<file path="config.mk">
export PLATFORM = sky130hd
export DESIGN_NAME = bus_arbiter
export DESIGN_NICKNAME = d
export VERILOG_FILES = /design/src/rtl/bus_arb_pkg.sv /design/src/rtl/bus_arb_rr_pick.sv /design/src/rtl/bus_arb_tenure.sv /design/src/rtl/bus_arbiter.sv
export SDC_FILE = /design/constraint.sdc
export NUM_CORES = 1
export LEC_CHECK = 0
export BUFFER_PORTS_ARGS = -buffer_cell sky130_fd_sc_hd__clkbuf_2
export CAP_MARGIN = 20
export CELL_PAD_IN_SITES_DETAIL_PLACEMENT = 1
export CELL_PAD_IN_SITES_GLOBAL_PLACEMENT = 1
export CORE_MARGIN = 2
export CORE_UTILIZATION = 35
export CTS_CLUSTER_DIAMETER = 40
export DETAILED_ROUTE_END_ITERATION = 7
export PLACE_DENSITY = 0.79
export SETUP_SLACK_MARGIN = 0.3
export SYNTH_ARGS = -nofsm -noshare
export SYNTH_HDL_FRONTEND = slang
export SYNTH_SLANG_ARGS = --single-unit
</file>
<file path="constraint.sdc">
create_clock -name clk -period 2.35 [get_ports clk]
set_clock_uncertainty 0.15 [all_clocks]
set_input_delay 0.235 -clock clk [delete_from_list [all_inputs] [get_ports clk]]
set_output_delay 0.235 -clock clk [all_outputs]
set_load 0.01 [all_outputs]
</file>
<file path="src/rtl/bus_arb_pkg.sv">
package bus_arb_pkg;
   // Class of the current bus owner; OWN_IDLE is the hand-over gap.
   typedef enum logic [2:0] {
      OWN_IDLE = 3'd0,
      OWN_CPU  = 3'd1,
      OWN_REF  = 3'd2,
      OWN_DMA  = 3'd3,
      OWN_MST  = 3'd4
   } own_cls_e;
endpackage

</file>
<file path="src/rtl/bus_arb_rr_pick.sv">
// Round-robin selector: first requester after the last-served index.
module bus_arb_rr_pick #(
   parameter int N  = 4,
   localparam int IW = (N > 1) ? $clog2(N) : 1
) (
   input  logic [N-1:0]  req,
   input  logic [IW-1:0] last,
   output logic          any,
   output logic [IW-1:0] idx
);
   assign any = |req;

   generate
      if (N == 1) begin : g_single
         assign idx = '0;
      end else begin : g_multi
         always_comb begin
            idx = last;
            // Walk offsets from far to near; the nearest requester wins.
            for (int off = N; off >= 1; off--) begin
               if (req[(int'(last) + off) % N]) begin
                  idx = IW'((int'(last) + off) % N);
               end
            end
         end
      end
   endgenerate
endmodule

</file>
<file path="src/rtl/bus_arb_tenure.sv">
// Counts cycles of one bus-master grant; saturates at the limit.
module bus_arb_tenure #(
   parameter int MAX_TENURE = 16,
   localparam int CW = $clog2(MAX_TENURE + 1)
) (
   input  logic clk,
   input  logic rst_n,
   input  logic start,
   input  logic run,
   output logic expired
);
   logic [CW-1:0] cnt_q;

   always_ff @(posedge clk) begin
      if (!rst_n) begin
         cnt_q <= '0;
      end else if (start) begin
         cnt_q <= '0;
      end else if (run && (cnt_q != CW'(MAX_TENURE - 1))) begin
         cnt_q <= cnt_q + 1'b1;
      end
   end

   assign expired = (cnt_q == CW'(MAX_TENURE - 1));
endmodule

</file>
<file path="src/rtl/bus_arbiter.sv">
module bus_arbiter
   import bus_arb_pkg::*;
#(
   parameter int N_DMA      = 4,
   parameter int N_MST      = 4,
   parameter int MAX_TENURE = 16,
   localparam int DW = (N_DMA > 1) ? $clog2(N_DMA) : 1,
   localparam int MW = (N_MST > 1) ? $clog2(N_MST) : 1
) (
   input  logic             clk,
   input  logic             rst_n,
   input  logic             nmi,
   input  logic             ref_req,
   input  logic [N_DMA-1:0] dma_req,
   input  logic [N_MST-1:0] mst_req,
   output logic             ref_gnt,
   output logic [N_DMA-1:0] dma_gnt,
   output logic [N_MST-1:0] mst_gnt,
   output logic             cpu_gnt
);
   initial begin
      if (N_DMA < 1)      $error("bus_arbiter: N_DMA must be at least 1");
      if (N_MST < 1)      $error("bus_arbiter: N_MST must be at least 1");
      if (MAX_TENURE < 2) $error("bus_arbiter: MAX_TENURE must be at least 2");
   end

   own_cls_e        cls_q, cls_n;
   // The last-served index also names the current owner inside its class.
   logic [DW-1:0]   dma_last_q, dma_last_n, dma_pick;
   logic [MW-1:0]   mst_last_q, mst_last_n, mst_pick;
   logic            dma_any, mst_any;
   logic            ten_expired, ten_start, ten_run;
   logic            upper_pending;

   bus_arb_rr_pick #(.N(N_DMA)) u_dma_pick (
      .req (dma_req), .last(dma_last_q), .any(dma_any), .idx(dma_pick)
   );

   bus_arb_rr_pick #(.N(N_MST)) u_mst_pick (
      .req (mst_req), .last(mst_last_q), .any(mst_any), .idx(mst_pick)
   );

   assign upper_pending = ref_req | dma_any;

   always_comb begin
      cls_n      = cls_q;
      dma_last_n = dma_last_q;
      mst_last_n = mst_last_q;
      if (nmi) begin
         cls_n = OWN_CPU;
      end else begin
         unique case (cls_q)
            OWN_CPU: if (upper_pending || mst_any) cls_n = OWN_IDLE;
            OWN_REF: if (!ref_req) cls_n = OWN_IDLE;
            OWN_DMA: if (!dma_req[dma_last_q]) cls_n = OWN_IDLE;
            OWN_MST: if (!mst_req[mst_last_q] ||
                         (ten_expired && upper_pending)) cls_n = OWN_IDLE;
            default: begin
               if (ref_req) begin
                  cls_n = OWN_REF;
               end else if (dma_any) begin
                  cls_n      = OWN_DMA;
                  dma_last_n = dma_pick;
               end else if (mst_any) begin
                  cls_n      = OWN_MST;
                  mst_last_n = mst_pick;
               end else begin
                  cls_n = OWN_CPU;
               end
            end
         endcase
      end
   end

   always_ff @(posedge clk) begin
      if (!rst_n) begin
         cls_q      <= OWN_CPU;
         dma_last_q <= DW'(N_DMA - 1);
         mst_last_q <= MW'(N_MST - 1);
      end else begin
         cls_q      <= cls_n;
         dma_last_q <= dma_last_n;
         mst_last_q <= mst_last_n;
      end
   end

   assign ten_start = (cls_n == OWN_MST) && (cls_q != OWN_MST);
   assign ten_run   = (cls_n == OWN_MST) && (cls_q == OWN_MST);

   bus_arb_tenure #(.MAX_TENURE(MAX_TENURE)) u_tenure (
      .clk(clk), .rst_n(rst_n), .start(ten_start), .run(ten_run),
      .expired(ten_expired)
   );

   // Grants decode the owner registers only.
   assign ref_gnt = (cls_q == OWN_REF);
   assign cpu_gnt = (cls_q == OWN_CPU);

   generate
      for (genvar gd = 0; gd < N_DMA; gd++) begin : g_dma_gnt
         assign dma_gnt[gd] = (cls_q == OWN_DMA) && (dma_last_q == DW'(gd));
      end
      for (genvar gm = 0; gm < N_MST; gm++) begin : g_mst_gnt
         assign mst_gnt[gm] = (cls_q == OWN_MST) && (mst_last_q == MW'(gm));
      end
   endgenerate
endmodule

</file>
==> results of run 1 <==
==> layout make-up <==
| type | count | area [sq um] |
|---|---|---|
| multi-input cells | 108 | 835 |
| inverters | 6 | 22.5 |
| well taps | 33 | 41.3 |
| repair buffers | 28 | 161 |
| fillers | 373 | 1650 |
| flip-flops and latches | 12 | 253 |
| clock buffers | 4 | 36.3 |
==> registers in the layout, summed over array words and instances (netlist names) <==
name and cells:
dma_last_q 2, cls_q 3, u_tenure.cnt_q 5, mst_last_q 2
==> synthesized netlist by cell type (3+ instances only) <==
| library cell | instances |
|---|---|
| nor3_1 | 3 |
| a21oi_1 | 7 |
| and3_1 | 9 |
| mux2i_1 | 4 |
| o211ai_1 | 3 |
| nor2b_1 | 8 |
| nand2_1 | 7 |
| dfxtp_1 | 12 |
| clkbuf_1 | 3 |
| ha_1 | 10 |
| inv_1 | 6 |
| o21ai_0 | 8 |
| nor2_1 | 16 |
| mux4_2 | 6 |
| nor4_1 | 3 |
==> logic make-up after synthesis <==
kind of cell,after synthesis,share of synthesized area
adders and majority gates,10,0.114
AOI/OAI and AO/OA,27,0.160
xor gates and xnor gates,3,0.0240
and+or+nand+nor,57,0.276
muxes,11,0.170
DFF,12,0.220
buffers and inverters,10,0.0355
==> timing repair <==
action | 4_1_cts | 5_1_grt
pin swaps | 1 | 3
gates resized for setup | 4 | 10
endpoints found under the setup margin | 6 | 4
buffers inserted | 1 | 4
hold endpoints to repair | 0 | 0
==> per-layer routing <==
| metal | GRT usage | share of wire | vias up |
|---|---|---|---|
| li1 | - | - | 530 |
| met1 | 0.233 | 0.42 | 544 |
| met2 | 0.340 | 0.52 | 26 |
| met3 | 0.0498 | 0.037 | 8 |
| met4 | 0.0508 | 0.020 | 0 |
| met5 | 0 | 0 | - |
==> worst paths after layout <==
check	startpoint	end	slack (ps)
min	rst_n	mst_last_q[0]	60
min reg2reg	u_tenure.cnt_q[4]	u_tenure.cnt_q[4]	340
max reg2reg	cls_q[2]	dma_last_q[0]	350
max	cls_q[2]	dma_last_q[0]	350
==> per-stage QoR <==
step / power (mW) / hold slack [ps] / area (sq um)
floorplan: 0.266 / 157 / 1090
global placement: 0.297 / 315 / 1240
detailed placement: 0.303 / 330 / 1240
CTS: 0.476 / 71.4 / 1290
global route: 0.503 / 77.3 / 1350
finish: 0.477 / 61.5 / 1350
==> power groups by stage <==
stage,logic [mW],clock network (mW),registers [mW]
floorplan,0.0518,0,0.214
global placement,0.0805,0,0.217
detailed placement,0.0862,0,0.217
CTS,0.0870,0.177,0.212
global route,0.101,0.190,0.212
finish,0.0924,0.174,0.211
==> metrics.cfg, run 1 <==
[place]
globalplace.congestion=0.860
dp_hpwl_um=2270
dpl_worst_slack_ps=215
port_buffers=21
dp.cells=182

[power_and_ir_drop]
switching_power_mw=0.137
swShare=0.287
p_seq_frac=0.441
p_per_area_nw_per_um2=354
p_leak_nw=0.636
clock_power_share=0.365
share_comb_of_total_power=0.194
internal_power_mw=0.340
ir_worst_vdd_v=0.000190

[cts]
cts-buffers-inserted=3
clock_path_buffers=2
holdBufCountCts=0
cts_sinks=12
cts_tree=built
clk_pin_slew_ps=90
htreeDepth=1
clk_latency_ps=290
root_buffer=clkbuf_4

[sta]
rsz0062_at_grt=true
drv_slew=0
fmax_mhz=501
setup_viol=0
slew_headroom=0.655
worst_pin_slew_ps=514
fin_ws_ps=354
tns_ps=0
hold_viol_final=0
period_share=0.849
post-route-min-period_ps=2000

[die]
die_y_um=59.9
core_area_sq_um=3000
start_util=0.364
die_w_um=59.9
fp-row-count=20
io_pins=22
dieArea_sq_um=3590

[detailed_routing]
post-route-drc-count=0
post_drt_wl_per_cell_um=16.5
vias_per_cell=5.80
antenna_left=0
drtIter0Drc=48
wl_um=3160
via_count=1108
firstDrtPassIters=4

[worst_setup_path]
crit_type=register to register
cp.required_ps=2370
path_buf_inv=0
cp.arrival_ps=2010
crit_cells=5
crit_family=simple AND/OR/NAND/NOR gates
worstPathMaxFanout=7
rr_worst_depth=5
critPathMaxStageDelay_ps=410
cpMaxStageDelayCell=or3_4
crit_path_cell_trace=or3_4 > a211oi_4 > o311ai_2 > nor2_1 > mux2_2
crit_path_start_kind=register
crit_path_end_kind=register

[synthesis]
synthArstFlopShare=0
ys_seq_area_frac=0.220
syn-instance-count=130
yosys.area.top_type=dfxtp_1
synthTopCellsByArea=dfxtp_1 22%, mux4_2 12%, ha_1 11%
ys.warnings.count=0
synth_area_per_cell_sq_um=8.41
ys_types=34
synthesis.nets=152
netlist_area_sq_um=1090
synth-main-ff-cell=dfxtp_1
synth_seq_cells=12
synth_edf_count=0
synth_top_area_frac=0.220

[cells_and_area]
final_cell_mix=21 x clkbuf_2, 14 x nor2_1, 10 x ha_1
final_nets=181
final_common_cell=clkbuf_2
fin_cells=191
n_antenna_cell=0
drive_gt1_frac=0.329
post-route-util=0.449
synthToLayoutAreaGrowth_pct=23.3

[grt]
grt_max_degree=13
antenna_found_initial=0
overflow=0
grt_pass1_vias=1100
grt_usage=0.194
grt_pass1_wl_um=5290

[flow_run]
maxCapViolCount=0

[hold_path]
hold_path.class=primary input to register
hold_depth=2

[run_status]
status=complete, no violations

Note: power is estimated with default switching activity, not from simulation.
==> run 2: changes to the inputs <==
==> constraint.sdc (replaced) <==
create_clock -name clk -period 1.85 [get_ports clk]
set_clock_uncertainty 0.15 [all_clocks]
set_input_delay 0.185 -clock clk [delete_from_list [all_inputs] [get_ports clk]]
set_output_delay 0.185 -clock clk [all_outputs]
set_load 0.01 [all_outputs]
==> run 2 against run 1 <==
Effect of this change: the run now ends with setup timing left; combinational power grew 85%; design area grew 32%; cell count grew 13%; critical path type unchanged.
==> metrics.cfg, run 2 (synthesis results as in run 1) <==
[run_status]
status=finished with violations
failed_checks=setup timing

[sta]
worst_pin_slew_ps=513  ; -0.0492 ps
hold_viol_final=0  ; unchanged
post-route-min-period_ps=1890  ; -110 ps
fin_ws_ps=-35.6  ; -390 ps
period_share=1.02  ; +0.170
slew_headroom=0.654  ; -0.000658
fmax_mhz=530  ; +5.8%
hold_ws_ps=43.1  ; -18.4 ps
rsz0062_at_grt=true
drv_slew=0  ; unchanged
setup_viol=2  ; +2

[detailed_routing]
post_drt_wl_per_cell_um=19.2  ; +16%
wl_um=4140  ; +31%
post-route-drc-count=0  ; unchanged
drtIter0Drc=84  ; +75%
antenna_left=0  ; unchanged
firstDrtPassIters=4  ; unchanged
via_count=1238  ; +12%
vias_per_cell=5.73  ; -1.2%

[die]
dieArea_sq_um=3590  ; unchanged
die_w_um=59.9  ; unchanged
start_util=0.364  ; unchanged
fp-row-count=20  ; unchanged
core_area_sq_um=3000  ; unchanged
die_y_um=59.9  ; unchanged
io_pins=22  ; unchanged

[power_and_ir_drop]
ir_worst_vdd_v=0.000183  ; -3.6%
swShare=0.298  ; +0.0106
p_per_area_nw_per_um2=373  ; +5.3%
internal_power_mw=0.465  ; +37%
share_comb_of_total_power=0.258  ; +0.064
switching_power_mw=0.197  ; +44%
p_leak_nw=0.790  ; +24%
clock_power_share=0.341  ; -0.024
p_seq_frac=0.401  ; -0.040

[cells_and_area]
drive_gt1_frac=0.574  ; +0.245
fin_area_sq_um=1780  ; +32%
final_cell_mix=19 x buf_4, 17 x clkbuf_2, 14 x buf_6
largest_reg_flops=5  ; unchanged
fillers=351  ; -5.9%
post-route-util=0.591  ; +0.142
reg_top3=u_tenure.cnt_q: 5 flops, cls_q: 3 flops
largest-register=u_tenure.cnt_q
n_antenna_cell=0  ; unchanged
final_nets=206  ; +14%
fin_cells=216  ; +13%
final_common_cell=buf_4
synthToLayoutAreaGrowth_pct=62.4

[cts]
cts_sinks=12  ; unchanged
cts_tree=built
holdBufCountCts=0  ; unchanged
clock_path_buffers=2  ; unchanged
clk_latency_ps=280  ; about the same
clk_pin_slew_ps=90  ; about the same
htreeDepth=1  ; unchanged
cts-buffers-inserted=3  ; unchanged
root_buffer=clkbuf_4

[place]
dp_hpwl_um=2660  ; +17%
placed_cell_area_sq_um=1400  ; +13%
dp.cells=198  ; +8.8%
dpl_worst_slack_ps=-124  ; -339 ps
port_buffers=21  ; unchanged
globalplace.congestion=0.824  ; -4.3%

[worst_setup_path]
r2r-end=mst_last_q[0]
cp.arrival_ps=1960  ; -50 ps
crit_end=mst_last_q[0]
r2r_start=cls_q[2]
crit_type=register to register
crit_start=cls_q[2]
critPathMaxStageDelay_ps=510  ; +100 ps
worstPathMaxFanout=3  ; -4
crit_path_cell_trace=or3_4 > a211oi_4 > nand2_2 > or4_1 > nand3_1
crit_path_start_kind=register
cp.required_ps=1920  ; -450 ps
r2r_slack_ps=-40  ; -390 ps
rr_worst_depth=5  ; unchanged
crit_path_end_kind=register
cpMaxStageDelayCell=or4_1

[flow_run]
maxCapViolCount=0  ; unchanged

[grt]
grt_usage=0.238  ; +0.0436
grt_max_degree=11  ; -2
antenna_found_initial=0  ; unchanged
overflow=0  ; unchanged
grt_pass1_vias=1325  ; +20%
grt_pass1_wl_um=6190  ; +17%

[hold_path]
hold_path.class=primary input to register

[run 2: cell count changes in the layout (fill, tap and decap cells not counted), sizes merged]
cell    previous run  this run
buf                7        36
clkbuf            25        21
[run 2: layer usage]
layer	share of wire	vias to the layer above	track usage
met1	0.38	609	0.254
met4	0.025	0	0.124
li1	-	582	-
met2	0.56	39	0.450
met5	0	-	0
met3	0.030	8	0.0238
[run 2: worst max-delay path: cells and delay by family, from the launching register on]
kind,cells,cell delay (ps)
DFF,1,340
and+or+nand+nor,4,1070
AOI/OAI and AO/OA,1,260
[run 2: final cells by class]
cell class | count | area, sq um | share of cell area
timing repair buffer | 53 | 410 | 0.231
tap | 33 | 41.3 | 0.0233
multi-input combinational | 108 | 1010 | 0.567
sequential | 12 | 255 | 0.144
clock buffer | 4 | 36.3 | 0.0204
inverter | 6 | 25.0 | 0.0141
[run 2: power groups by stage]
stage | Clock (mW) | Combinational [mW] | Sequential (mW)
6_report | 0.225 | 0.171 | 0.266
5_1_grt | 0.245 | 0.183 | 0.266
4_1_cts | 0.229 | 0.156 | 0.266
3_5_place_dp | 0 | 0.134 | 0.273
3_3_place_gp | 0 | 0.126 | 0.272
2_1_floorplan | 0 | 0.0702 | 0.272
[run 2: repair_timing]
action,in CTS,in global routing
gates cloned,0,0
endpoints found under the setup margin,21,22
pin swaps,13,11
endpoints found under the hold margin,0,0
setup buffers,11,3
gates resized for setup,31,35
[run 2: how the worst min path moves through the flow]
stage / depth (start not counted) / to / from
after global placement: 2 / u_tenure.cnt_q[4] / u_tenure.cnt_q[4]
after global routing: 2 / mst_last_q[1] / rst_n
after detailed placement: 2 / mst_last_q[1] / rst_n
final: 2 / mst_last_q[1] / rst_n
after CTS: 2 / mst_last_q[0] / rst_n
after floorplan: 1 / mst_last_q[0] / rst_n
[run 2: through the flow]
stage                     total power, mW  setup TNS [ps]
after global routing                0.694            -500
final                               0.662           -69.1
after global placement              0.398           -12.5
after detailed placement            0.407            -246
after floorplan                     0.342               0
after CTS                           0.651           -50.5
==> run 3: changes to the inputs <==
--- a/config.mk
+++ b/config.mk
@@ -13,8 +13,9 @@
 export CORE_UTILIZATION = 35
 export CTS_CLUSTER_DIAMETER = 40
 export DETAILED_ROUTE_END_ITERATION = 7
-export PLACE_DENSITY = 0.79
+export PLACE_DENSITY = 0.82
 export SETUP_SLACK_MARGIN = 0.3
 export SYNTH_ARGS = -nofsm -noshare
 export SYNTH_HDL_FRONTEND = slang
+export SYNTH_HIERARCHICAL = 1
 export SYNTH_SLANG_ARGS = --single-unit
==> run 3 against run 2 <==
Effect of this change: the flow still finishes with violations (setup timing); non-clock buffer count decreased by 3; sequential share of layout area grew 2.6 points; die area down 17%; power decreased by 14%; count of clock-buffer cells in the layout down 1; first-iteration DRC count fell by 83%; via count fell by 13%; critical path depth grew 1; routed wire length decreased by 6.4%; critical endpoint is now mst_last_q[1]; largest cell class unchanged.
==> metrics.cfg, run 3 <==
[worst_setup_path]
cp.arrival_ps=1930  ; -30 ps
crit_end=mst_last_q[1]
cp.required_ps=1850  ; -70 ps
rr_worst_depth=8  ; +3
r2r_slack_ps=-60  ; -20 ps
cpMaxStageDelayCell=or4_4
crit_start=dma_req[1]
crit_path_start_kind=primary input
crit_path_end_kind=register
crit_path_cell_trace=buf_6 > or4_4 > or4b_4 > a21oi_4 > mux2i_1 > nand2_1
r2r_start=u_tenure/cnt_q[0]
crit_type=primary input to register
crit_cells=6  ; +1
path_buf_inv=1  ; +1
worstPathMaxFanout=4  ; +1
crit_family=simple AND/OR/NAND/NOR gates
critPathMaxStageDelay_ps=560  ; +50 ps
r2r-end=u_tenure/cnt_q[3]

[place]
dp.cells=172  ; -13%
globalplace.congestion=0.710  ; -14%
port_buffers=21  ; unchanged
dpl_worst_slack_ps=-324  ; -200 ps
dp_hpwl_um=2010  ; -25%
placed_cell_area_sq_um=1160  ; -17%

[cells_and_area]
regArea_sq_um=254  ; -0.49%
synthToLayoutAreaGrowth_pct=67.1
final_cell_mix=23 x buf_4, 10 x clkbuf_2, 9 x inv_1, 9 x buf_6, 8 x buf_2
n_antenna_cell=0  ; unchanged
multi_input_area_sq_um=781  ; -22%
fin_cells=190  ; -12%
final_nets=176  ; -15%
largest-register=u_tenure/cnt_q
reg_top3=u_tenure/cnt_q: 5 flops, cls_q: 3 flops
drive_gt1_frac=0.619  ; +0.0450
post-route-util=0.608  ; +0.0168
fin_area_sq_um=1490  ; -16%
largest_reg_flops=5  ; unchanged
fillers=297  ; -15%
final_common_cell=buf_4

[detailed_routing]
wl_um=3880  ; -6.4%
via_count=1079  ; -13%
post_drt_wl_per_cell_um=20.4  ; +6.4%
vias_per_cell=5.68  ; -0.92%
drtIter0Drc=14  ; -83%
post-route-drc-count=0  ; unchanged
antenna_left=0  ; unchanged
firstDrtPassIters=4  ; unchanged

[grt]
grt_usage=0.231  ; -0.00603
antenna_found_initial=0  ; unchanged
overflow=0  ; unchanged
grt_pass1_vias=1057  ; -20%
grt_max_degree=13  ; +2
grt_pass1_wl_um=4860  ; -22%

[run_status]
status=finished with violations
failed_checks=setup timing

[sta]
hold_ws_ps=61.4  ; +18.3 ps
hold_viol_final=0  ; unchanged
rsz0062_at_grt=true
fmax_mhz=518  ; -2.3%
slew_headroom=0.737  ; +0.0827
tns_ps=-316  ; -247 ps
drv_slew=0  ; unchanged
post-route-min-period_ps=1930  ; +44.2 ps
period_share=1.04  ; +0.0239
setup_viol=6  ; +4
fin_ws_ps=-79.8  ; -44.2 ps
worst_pin_slew_ps=392  ; -121 ps

[synthesis]
netlist_area_sq_um=893  ; -18%
synth_edf_count=0  ; unchanged
ys.warnings.count=6  ; +6
synth_most_common_cell=dfxtp_1
synth_area_per_cell_sq_um=8.27  ; -1.7%
synth-main-ff-cell=dfxtp_1
synth_commonest_cells=12 x dfxtp_1, 10 x nor2_1, 9 x a21oi_1, 9 x inv_1, 9 x nand2_1
yosys.area.top_type=dfxtp_1
synth_top_area_frac=0.269  ; +0.0492
ys_types=38  ; +12%
synth_seq_cells=12  ; unchanged
syn-instance-count=108  ; -17%
synthTopCellsByArea=dfxtp_1 27%, mux2i_1 5.6%, a21oi_1 5.0%
synthArstFlopShare=0  ; unchanged
ys_seq_area_frac=0.269  ; +0.0492
synthesis.nets=122  ; -20%

[die]
start_util=0.364  ; about the same
core_area_sq_um=2450  ; -18%
dieArea_sq_um=2970  ; -17%
fp-row-count=18  ; -10%
die_w_um=54.5  ; -9.0%
io_pins=22  ; unchanged
die_y_um=54.5  ; -9.0%

[power_and_ir_drop]
p_leak_nw=0.646  ; -18%
p_per_area_nw_per_um2=382  ; +2.5%
ir_worst_vdd_v=0.000294  ; +61%
total_power_mw=0.570  ; -14%

[flow_run]
maxCapViolCount=0  ; unchanged

[cts]
htreeDepth=1  ; unchanged
clock_path_buffers=2  ; unchanged
root_buffer=clkbuf_4
clk_latency_ps=270  ; about the same
cts-buffers-inserted=3  ; unchanged
cts_tree=built
clk_pin_slew_ps=70  ; -20 ps
cts_sinks=12  ; unchanged

[hold_path]
hold_path.class=primary input to register

==> run 3: cell types whose count changed after synthesis, moves of 4 or more <==
cell,previous run,this run
nor2_1,16,10
and3_1,9,2
ha_1,10,2
nor2b_1,8,3
mux4_2,6,2
o21ai_0,8,3
==> run 3: cell type report <==
type | count | area share
Timing Repair Buffer | 50 | 0.244
Inverter | 9 | 0.0226
Multi-Input combinational cell | 86 | 0.523
Tap cell | 30 | 0.0251
Clock buffer | 3 | 0.0151
Sequential cell | 12 | 0.170
==> run 3: repair_timing <==
| item | CTS | global route |
|---|---|---|
| pin swaps | 13 | 11 |
| hold buffers | 0 | 0 |
| buffers inserted | 10 | 5 |
| setup endpoints to repair | 20 | 21 |
| gates resized for setup | 36 | 26 |
==> run 3: worst min-delay path by stage <==
stage | start | endpoint | slack [ps] | cells after the start
3_3_place_gp | nmi | cls_q[1] | 300 | 2
4_1_cts | nmi | cls_q[1] | 10 | 2
6_report | nmi | cls_q[1] | 60 | 2
3_5_place_dp | nmi | cls_q[1] | 310 | 2
5_1_grt | nmi | cls_q[1] | 50 | 2
2_1_floorplan | rst_n | dma_last_q[0] | 100 | 1
==> run 3: worst reg2reg max path: stages, from the launching register on <==
cell      delay, ps
dfxtp_2         340
ha_4            160
and3_4          180
ha_4            160
o21ai_2          50
and4b_2         320
nand2b_4         70
or3_4           330
a21oi_2         110
==> run 3: logic make-up (layout without fill, tap and decap cells) <==
kind of cell,after synthesis,in the layout,share of synthesized area
simple gates,50,50,0.325
xor+xnor,2,2,0.0196
compound gates,25,25,0.202
flops,12,12,0.269
buf+inv,10,62,0.0504
mux,7,7,0.106
fa+ha+maj,2,2,0.0280
==> run 3: power by group <==
group / switching (mW) / total [mW] / leakage (nW) / internal [mW]
logic: 0.0716 / 0.141 / 0.533 / 0.0698
registers: 0.00826 / 0.269 / 0.0987 / 0.260
clock network: 0.0849 / 0.160 / 0.0138 / 0.0752
total: 0.165 / 0.570 / 0.646 / 0.405
==> run 3: routing by layer <==
layer	GRT usage	part of all wire
met3	0.0273	0.023
met1	0.267	0.41
met4	0.104	0.015
met2	0.422	0.55
met5	0	0
